### src/rtl/aud_stat_pkg.sv
package aud_stat_pkg;

  typedef struct packed {
    logic rx;
    logic tx;
    logic cs;
    logic usr;
  } busy_t;

  // One sticky bit: a set in the same cycle overrides a clear.
  function automatic logic sticky_bit(input logic q, input logic set, input logic clr);
    return set | (q & ~clr);
  endfunction

  // Busy flag update with a selectable winner when set and clear coincide.
  function automatic logic busy_next(input logic q, input logic set, input logic clr,
                                     input logic set_wins);
    logic r;
    if (set_wins) r = set ? 1'b1 : (clr ? 1'b0 : q);
    else          r = clr ? 1'b0 : (set ? 1'b1 : q);
    return r;
  endfunction

  // Any enabled source present.
  function automatic logic any_enabled(input logic [31:0] flags, input logic [31:0] en);
    return |(flags & en);
  endfunction

endpackage

### src/rtl/aud_sticky_bank.sv
module aud_sticky_bank import aud_stat_pkg::*; #(
  parameter int N = 6
) (
  input  logic         clk,
  input  logic         rst_n,
  input  logic [N-1:0] set,
  input  logic [N-1:0] clr,
  output logic [N-1:0] q
);

  for (genvar i = 0; i < N; i++) begin : g_bit
    always_ff @(posedge clk or negedge rst_n) begin
      if (!rst_n) q[i] <= 1'b0;
      else        q[i] <= sticky_bit(q[i], set[i], clr[i]);
    end
  end

endmodule

### src/rtl/aud_busy_track.sv
module aud_busy_track import aud_stat_pkg::*; (
  input  logic  clk,
  input  logic  rst_n,
  input  logic  rx_en,
  input  logic  tx_en,
  input  logic  cs_en,
  input  logic  usr_en,
  input  logic  rx_lock,
  input  logic  rx_idle,
  input  logic  rx_fe,
  input  logic  tx_fe,
  input  logic  cs_first,
  input  logic  cs_last,
  input  logic  usr_have,
  output busy_t busy
);

  // Named events, visible to waveforms and assertions.
  logic rx_set, rx_clr, tx_stop, cs_set, cs_clr, usr_set, usr_clr;

  assign rx_set  = rx_en & rx_lock;
  assign rx_clr  = rx_idle | (~rx_en & rx_fe);
  assign tx_stop = ~tx_en & tx_fe;
  assign cs_set  = tx_en & cs_en & cs_first;
  assign cs_clr  = cs_last | tx_stop;
  assign usr_set = tx_en & usr_en & usr_have;
  assign usr_clr = ~usr_have | tx_stop;

  always_ff @(posedge clk or negedge rst_n) begin
    if (!rst_n) begin
      busy <= '0;
    end else begin
      busy.rx  <= busy_next(busy.rx,  rx_set,  rx_clr,  1'b0);
      busy.tx  <= busy_next(busy.tx,  tx_en,   tx_fe,   1'b1);
      busy.cs  <= busy_next(busy.cs,  cs_set,  cs_clr,  1'b0);
      busy.usr <= busy_next(busy.usr, usr_set, usr_clr, 1'b1);
    end
  end

endmodule

### src/rtl/aud_irq_reg.sv
module aud_irq_reg import aud_stat_pkg::*; #(
  parameter int W = 10
) (
  input  logic         clk,
  input  logic         rst_n,
  input  logic [W-1:0] flags,
  input  logic [W-1:0] en,
  output logic         irq
);

  logic [31:0] flags_x, en_x;
  assign flags_x = 32'(flags);
  assign en_x    = 32'(en);

  always_ff @(posedge clk or negedge rst_n) begin
    if (!rst_n) irq <= 1'b0;
    else        irq <= any_enabled(flags_x, en_x);
  end

endmodule

### src/rtl/aud_stat_irq_ctrl.sv
module aud_stat_irq_ctrl import aud_stat_pkg::*; #(
  parameter int DW       = 32,
  parameter int N_STICKY = 6,
  parameter int N_ATTN   = 4
) (
  input  logic                clk,
  input  logic                rst_n,
  input  logic                wr_en,
  input  logic                wr_sel,
  input  logic [DW-1:0]       wr_data,
  input  logic [N_STICKY-1:0] evt_in,
  input  logic [N_ATTN-1:0]   attn_in,
  input  logic                rx_lock,
  input  logic                rx_idle,
  input  logic                rx_frame_end,
  input  logic                tx_frame_end,
  input  logic                cs_first_load,
  input  logic                cs_last_load,
  input  logic                tu_has_data,
  output logic [DW-1:0]       ctrl_rd,
  output logic [DW-1:0]       stat_rd,
  output logic                irq
);

  localparam int ATTN_LSB   = 16;
  localparam int STICKY_LSB = ATTN_LSB + N_ATTN;
  localparam int BUSY_LSB   = STICKY_LSB + N_STICKY;
  localparam int BUSY_W     = 4;
  localparam int CTRL_HI    = BUSY_LSB + BUSY_W - 1;
  localparam int IRQ_W      = N_STICKY + N_ATTN;

  function automatic logic [DW-1:0] range_mask(input int hi, input int lo);
    logic [DW-1:0] m;
    m = '0;
    for (int b = 0; b < DW; b++) m[b] = (b >= lo) && (b <= hi);
    return m;
  endfunction

  localparam logic [DW-1:0] CTRL_MASK = range_mask(CTRL_HI, ATTN_LSB);

  logic                ctrl_wr, stat_wr;
  logic [DW-1:0]       ctrl_q;
  logic [N_ATTN-1:0]   attn_q;
  logic [N_STICKY-1:0] sticky_q, sticky_set, sticky_clr;
  logic [DW-1:0]       stat_w;
  busy_t               busy;

  assign ctrl_wr    = wr_en & ~wr_sel;
  assign stat_wr    = wr_en &  wr_sel;
  assign sticky_set = evt_in;
  assign sticky_clr = stat_wr ? wr_data[STICKY_LSB +: N_STICKY] : '0;

  always_ff @(posedge clk or negedge rst_n) begin
    if (!rst_n)       ctrl_q <= '0;
    else if (ctrl_wr) ctrl_q <= wr_data & CTRL_MASK;
  end

  always_ff @(posedge clk or negedge rst_n) begin
    if (!rst_n) attn_q <= '0;
    else        attn_q <= attn_in;
  end

  aud_sticky_bank #(.N(N_STICKY)) u_sticky (
    .clk   (clk),
    .rst_n (rst_n),
    .set   (sticky_set),
    .clr   (sticky_clr),
    .q     (sticky_q)
  );

  aud_busy_track u_busy (
    .clk      (clk),
    .rst_n    (rst_n),
    .rx_en    (ctrl_q[BUSY_LSB + 3]),
    .tx_en    (ctrl_q[BUSY_LSB + 2]),
    .cs_en    (ctrl_q[BUSY_LSB + 1]),
    .usr_en   (ctrl_q[BUSY_LSB]),
    .rx_lock  (rx_lock),
    .rx_idle  (rx_idle),
    .rx_fe    (rx_frame_end),
    .tx_fe    (tx_frame_end),
    .cs_first (cs_first_load),
    .cs_last  (cs_last_load),
    .usr_have (tu_has_data),
    .busy     (busy)
  );

  always_comb begin
    stat_w = '0;
    stat_w[BUSY_LSB +: BUSY_W]     = busy;
    stat_w[STICKY_LSB +: N_STICKY] = sticky_q;
    stat_w[ATTN_LSB +: N_ATTN]     = attn_q;
  end

  aud_irq_reg #(.W(IRQ_W)) u_irq (
    .clk   (clk),
    .rst_n (rst_n),
    .flags (stat_w[ATTN_LSB +: IRQ_W]),
    .en    (ctrl_q[ATTN_LSB +: IRQ_W]),
    .irq   (irq)
  );

  assign ctrl_rd = ctrl_q;
  assign stat_rd = stat_w;

endmodule

### config.mk
export PLATFORM = sky130hd
export DESIGN_NAME = aud_stat_irq_ctrl
export DESIGN_NICKNAME = d
export VERILOG_FILES = /design/src/rtl/aud_stat_pkg.sv /design/src/rtl/aud_sticky_bank.sv /design/src/rtl/aud_busy_track.sv /design/src/rtl/aud_irq_reg.sv /design/src/rtl/aud_stat_irq_ctrl.sv
export SDC_FILE = /design/constraint.sdc
export NUM_CORES = 1
export LEC_CHECK = 0
export CORE_ASPECT_RATIO = 1.1
export CORE_MARGIN = 1
export CORE_UTILIZATION = 29
export DETAILED_ROUTE_END_ITERATION = 10
export GPL_TIMING_DRIVEN = 0
export HOLD_SLACK_MARGIN = 0.12
export PLACE_DENSITY = 0.81
export SLEW_MARGIN = 25
export SYNTH_ARGS = -nofsm -noshare
export SYNTH_HDL_FRONTEND = slang
export SYNTH_SLANG_ARGS = --single-unit
### constraint.sdc
create_clock -name clk -period 1 [get_ports clk]
set_input_delay 0.2 -clock clk [delete_from_list [all_inputs] [get_ports clk]]
set_output_delay 0.2 -clock clk [all_outputs]
set_load 0.01 [all_outputs]
==> results of run 1 <==
logic make-up (layout without fill, tap and decap cells):
group	after synthesis	in the layout	synth area share, %
buffers and inverters	45	135	23.56
DFF	29	29	49.70
AOI/OAI and AO/OA	18	18	8.912
muxes	14	14	13.37
and+or+nand+nor	12	12	4.199
other	1	36	0.2568
power by group:
group | switching [mW] | total, mW | internal (mW)
Combinational | 0.364 | 0.985 | 0.621
Sequential | 0.0804 | 1.38 | 1.30
Clock | 0.416 | 1.04 | 0.620
Total | 0.860 | 3.40 | 2.54
cell type report:
cell class                 count  area share (%)
clock buffer                   7           3.873
tap                           56           2.817
buffer                        39           12.32
inverter                       2          0.3018
sequential                    29           29.17
multi-input combinational     80           21.43
timing repair buffer          86           29.88
clock inverter                 1          0.2012
layout by cell type (no fill, tap or decap), types with 2 or more instances in the layout:
| cell | netlist | final |
|---|---|---|
| buf_4 | 40 | 55 |
| nand2_1 | 8 | 8 |
| mux2_2 | 4 | 4 |
| a22oi_1 | 4 | 3 |
| mux2_4 | 10 | 10 |
| dfrtp_1 | 29 | 29 |
| buf_6 | 1 | 9 |
| buf_2 | 1 | 22 |
| buf_12 | 1 | 3 |
| clkbuf_2 | 0 | 2 |
| a21o_1 | 8 | 8 |
| clkbuf_8 | 0 | 7 |
| clkdlybuf4s50_1 | 0 | 31 |
| inv_1 | 2 | 2 |
| conb_1 | 1 | 36 |
| o21ai_0 | 2 | 2 |
timing repair:
action | CTS | global route
endpoints found under the hold margin | 29 | 0
setup buffers | 20 | 1
gates cloned | 1 | 0
resized for setup | 126 | 8
pin swaps | 0 | 1
setup endpoints to repair | 50 | 69
hold buffers | 1 | 0
metrics by stage:
stage | hold slack (ns) | std cells
final | 0.3624 | 300
after global routing | 0.3519 | 300
after CTS | 0.3514 | 300
after detailed placement | 0.2689 | 273
after global placement | 0.4649 | 273
after floorplan | -0.09559 | 154
worst paths after layout:
path	to	slack (ns)	cells after the start
setup / recovery	u_irq.irq$_DFF_PN0_	-0.06	3
hold / removal	attn_q[3]$_DFF_PN0_	0.36	1
setup reg to reg	u_irq.irq$_DFF_PN0_	-0.06	3
hold reg to reg	u_sticky.q[5]$_DFF_PN0_	0.52	1
max in group asynchronous	ctrl_rd[27]$_DFFE_PN0P_	0.31	2
min in group asynchronous	ctrl_rd[16]$_DFFE_PN0P_	0.41	2
layer usage:
layer,track usage [%],up-vias,wire length [um]
met4,4.200,0,34
met1,14.55,504,1211
met5,0,-,0
met2,22.04,66,1638
met3,5.291,4,346
li1,-,566,-
flip-flops by register name, indices dropped and copies added (netlist names):
name	flops
attn_q	4
ctrl_rd	14
u_busy.busy	4
u_sticky.q	6
u_irq.irq	1
critical path, delay by kind of cell (launching register included):
family,cells,cell delay [ns]
compound gates,2,0.42
flops,1,0.40
simple gates,1,0.11
==> metrics.csv, run 1 <==
metric;value;unit
async_flop_share;100.0;%
ys_top_cells_by_area;dfrtp_1, buf_4, mux2_4, a21o_1, mux2_2;
placedInstanceArea;0.002293;mm2
ys.flop_type;dfrtp_1;
r2r-start;ctrl_rd[21]$_DFFE_PN0P_;
rsz0062_at_grt;yes;
skew;0.003540;ns
p_leak;1.278;nW
peakVddDrop;0.8526;mV
final_nets;296;
ys_ff_latch;29;
netlist.area_leader.share;49.70;%
antenna_found_initial;0;
cts_buffers;5;
synth.most_common_cell;buf_4;
n_antenna_cell;0;
avgViaCountPerCell;3.800;
maxCapViolations;0;
io_buffers;63;
die_w;69.66;um
grt_overflow;0;
first_iter_violations;6;
critPathCaptureType;flip-flop;
multi_input_area;533.0;um2
setup_slack;-0.06171;ns
syn_to_final_growth;70.35;%
timing.final.crit_share;106.2;%
synthesis.area;0.001460;mm2
status;finished, violations left;
ant_nets;0;
drt_wl_total;3.230;mm
synth_common_cells;buf_4, dfrtp_1, mux2_4, a21o_1, nand2_1;
worst_ep_arrival_time;1.21;ns
slowest_stage;dfrtp_1;
syn_inst;119;
drive_gt1_share;48.77;%
vias;1140;
routedWlPerCell;10.77;um
ctsHtreeMaxLevel;2;
place.gp.congestion;0.6628;
power_density;1367;mW/mm2
grt_pass1_wl;5.333;mm
setup_viol;10;
ys_seq_area_share;49.70;%
min_from;attn_in[3];
violations;negative setup slack;
yosysWarnings;0;
crit_start;ctrl_rd[21]$_DFFE_PN0P_;
die_y;76.42;um
power;3.401;mW
nFillCells;435;
tns;-0.1718;ns
hp-class;in -> reg;
hold_viol;0;
grt_start_max_net_pins;30;
crit_fanout;3;
grt_pass1_vias;1099;
final_area;0.002487;mm2
die_area;0.005323;mm2
worstSetupPathType;reg -> reg;
maxSlewViolCount;0;
seqCellArea;725.7;um2
min_period;1.062;ns
detailed_place_hpwl;2.353;mm
required;1.14;ns
ios;118;
crit_chain;a22o_1, a221oi_2, nand4_1;
cts_tree;done;
fin_util;52.37;%
clock_sinks;29;
cts.clk_slew.worst_paths;0.06;ns
ctsLongestPathBuffers;2;
drc;0;
critPathLaunchType;flip-flop;
core.rowCount;26;
pre_cts_slack;-0.5270;ns
grt_usage;12.90;%
clockRootBuffer;clkbuf_8;
core;0.004750;mm2
start_util;30.74;%
synth.avg_cell_area;12.27;um2
synth_edf_count;0;
ys_types;21;
synth_top_cell_by_area;dfrtp_1;
fmax;0.9419;GHz
first_pass_iters;3;
clk_latency;0.27;ns
critical_path.max_stage_delay;0.40;ns
Note: power is estimated with default switching activity, not from simulation.
==> run 2: changes to the inputs <==
Settings changed: CELL_PAD_IN_SITES_DETAIL_PLACEMENT set to 1, CELL_PAD_IN_SITES_GLOBAL_PLACEMENT set to 2, CORE_UTILIZATION 29 to 16, CTS_CLUSTER_SIZE set to 12, GPL_TIMING_DRIVEN 0 to not set.
==> run 2 against run 1 <==
- the run still ends with negative setup slack left
- die area is 79% higher
- critical path depth unchanged
- largest cell class unchanged
- cell area fell by 7.5%
- critical path type unchanged
- worst setup slack lost 0.052 ns
- non-clock buffer count is 34 lower
- sequential power about the same
- fmax fell by 4.6%
- total power hardly changed
- combinational power fell by 4.8%
- largest power group unchanged
==> metrics.csv, run 2 (same netlist as run 1, synthesis figures left out) <==
metric;value;unit;change
status;finished, violations left;;unchanged
violations;negative setup slack;;unchanged
timing.final.crit_share;111.3;%;was 106.2%
r2r-start;u_sticky.q[1]$_DFF_PN0_;;was ctrl_rd[21]$_DFFE_PN0P_
grt_pass1_vias;1183;;was 1099
path_buf_inv;0;;unchanged
cts_buffers;5;;unchanged
die_area;0.009512;mm2;was 0.005323 mm2
hold_viol;0;;unchanged
ios;118;;unchanged
critPathLaunchType;flip-flop;;unchanged
maxSlewViolCount;0;;unchanged
hold_buffers;0;;was 1
critPathCaptureType;flip-flop;;unchanged
power;3.402;mW;was 3.401 mW
grt_pass1_wl;6.078;mm;was 5.333 mm
nFillCells;1015;;was 435
die_y;102.2;um;was 76.42 um
ff2ff_setup_slack;-0.11;ns;was -0.06 ns
n_antenna_cell;0;;unchanged
first_iter_violations;13;;was 6
final_area;0.002300;mm2;was 0.002487 mm2
rr_worst_depth;3;;unchanged
die_w;93.09;um;was 69.66 um
drive_gt1_share;39.05;%;was 48.77%
cp-endpoint;u_irq.irq$_DFF_PN0_;;unchanged
fmax;0.8982;GHz;was 0.9419 GHz
maxCapViolations;0;;unchanged
cts_tree;done;;unchanged
core;0.008874;mm2;was 0.004750 mm2
required;1.16;ns;was 1.14 ns
grt_overflow;0;;unchanged
place_inst;308;;was 273
crit_start;u_sticky.q[1]$_DFF_PN0_;;was ctrl_rd[21]$_DFFE_PN0P_
largest_register_ffs;14;;unchanged
placedInstanceArea;0.002210;mm2;was 0.002293 mm2
first_pass_iters;4;;was 3
dr_wl_met2;1.929;mm;was 1.638 mm
clockRootBuffer;clkbuf_8;;unchanged
syn_to_final_growth;57.50;%;was 70.35%
power_density;1479;mW/mm2;was 1367 mW/mm2
grt_usage;8.633;%;was 12.90%
min_period;1.113;ns;was 1.062 ns
start_util;16.46;%;was 30.74%
drt_wl_total;3.920;mm;was 3.230 mm
antenna_found_initial;0;;unchanged
final_cell_mix;conb_1, clkdlybuf4s50_1, dfrtp_1;;was buf_4, conb_1, clkdlybuf4s50_1
critical_path.max_stage_delay;0.38;ns;was 0.40 ns
clk_latency;0.28;ns;was 0.27 ns
routedWlPerCell;12.10;um;was 10.77 um
setup_slack;-0.1134;ns;was -0.06171 ns
ctsHtreeMaxLevel;2;;unchanged
slowest_stage;dfrtp_1;;unchanged
rsz0062_at_grt;yes;;unchanged
vias;1091;;was 1140
place.gp.congestion;0.7097;;was 0.6628
grt_start_max_net_pins;30;;unchanged
drc;0;;unchanged
core.rowCount;36;;was 26
hp-class;in -> async;;was in -> reg
ant_nets;0;;unchanged
dr.max_layer_used;met4;;unchanged
routedLengthMet1;1.589;mm;was 1.211 mm
avgViaCountPerCell;3.367;;was 3.800
final_cells;324;;was 300
timing.rr.end;u_irq.irq$_DFF_PN0_;;unchanged
ctsLongestPathBuffers;2;;unchanged
worstSetupPathType;reg -> reg;;unchanged
pre_cts_slack;-0.5096;ns;was -0.5270 ns
p_leak;1.092;nW;was 1.278 nW
crit_fanout;2;;was 3
io_buffers;63;;unchanged
skew;0.008142;ns;was 0.003540 ns
crit_chain;a22o_1, a221oi_2, nand4_1;;unchanged
seqCellArea;725.7;um2;unchanged
final_nets;262;;was 296
final_common_cell;conb_1;;was buf_4
worstSetupPathDepth;3;;unchanged
worst_ep_arrival_time;1.27;ns;was 1.21 ns
cts.clk_slew.worst_paths;0.07;ns;was 0.06 ns
met3_length;326;um;was 346 um
setup_viol;13;;was 10
detailed_place_hpwl;2.912;mm;was 2.353 mm
clock_sinks;29;;unchanged
multi_input_area;528.0;um2;was 533.0 um2
crit_family;compound AO/OA/AOI/OAI gates;;unchanged
peakVddDrop;0.4258;mV;was 0.8526 mV
-- run 2: cell types whose count changed in the layout (fill, tap and decap cells not counted), sizes merged --
cell | previous run | this run
buf | 90 | 57
clkbuf | 10 | 7
clkdlybuf4s15 | 0 | 1
clkdlybuf4s50 | 31 | 32
dlygate4sd2 | 0 | 1
dlygate4sd3 | 1 | 0
-- run 2: where the power goes --
group	total [mW]	switching, mW	internal (mW)	leakage, nW
combinational	0.938	0.380	0.558	0.711
clock	1.09	0.470	0.622	0.0542
sequential	1.37	0.0743	1.30	0.327
total	3.40	0.925	2.48	1.09
-- run 2: worst min-delay path by stage --
stage | end | startpoint | slack, ns | cells past startpoint
2_1_floorplan | attn_q[0]$_DFF_PN0_ | rst_n | -0.1 | 0
3_3_place_gp | u_busy.busy[2]$_DFFE_PN0P_ | u_busy.busy[2]$_DFFE_PN0P_ | 0.46 | 1
3_5_place_dp | u_busy.busy[2]$_DFFE_PN0P_ | u_busy.busy[2]$_DFFE_PN0P_ | 0.49 | 1
4_1_cts | ctrl_rd[28]$_DFFE_PN0P_ | rst_n | 0.28 | 2
5_1_grt | u_busy.busy[3]$_DFFE_PN0P_ | rst_n | 0.30 | 2
6_report | u_busy.busy[3]$_DFFE_PN0P_ | rst_n | 0.29 | 2
-- run 2: worst reg2reg max path: stages (launching register included) --
cell      delay [ns]
dfrtp_1         0.38
a22o_1          0.26
a221oi_2        0.23
nand4_1         0.12
-- run 2: repair_timing --
action,in CTS,in global routing
gates resized for setup,122,11
gates cloned,1,0
pin swaps,1,1
setup buffers,9,2
setup endpoints to repair,50,38
-- run 2: area by class of cell --
type / instances / share of cell area, %
clock inverter: 1 / 0.2176
tap: 114 / 6.202
multi-input combinational: 80 / 22.96
clock buffer: 7 / 4.189
timing repair buffer: 91 / 34.55
inverter: 2 / 0.3264
sequential: 29 / 31.56
-- run 2: stage by stage --
stage / setup TNS [ns] / util [%] / hold slack, ns
final: -0.3931 / 25.92 / 0.2855
after global routing: -1.475 / 25.92 / 0.3026
after CTS: -1.010 / 25.63 / 0.2848
after detailed placement: -11.75 / 24.90 / 0.4929
after global placement: -10.99 / 24.90 / 0.4635
after floorplan: -0.02124 / - / -0.09559
-- run 2: per-layer routing --
layer | global-route usage, % | vias to the layer above
met3 | 3.125 | 6
li1 | - | 500
met5 | 0 | -
met2 | 14.71 | 69
met4 | 2.840 | 0
met1 | 10.11 | 516
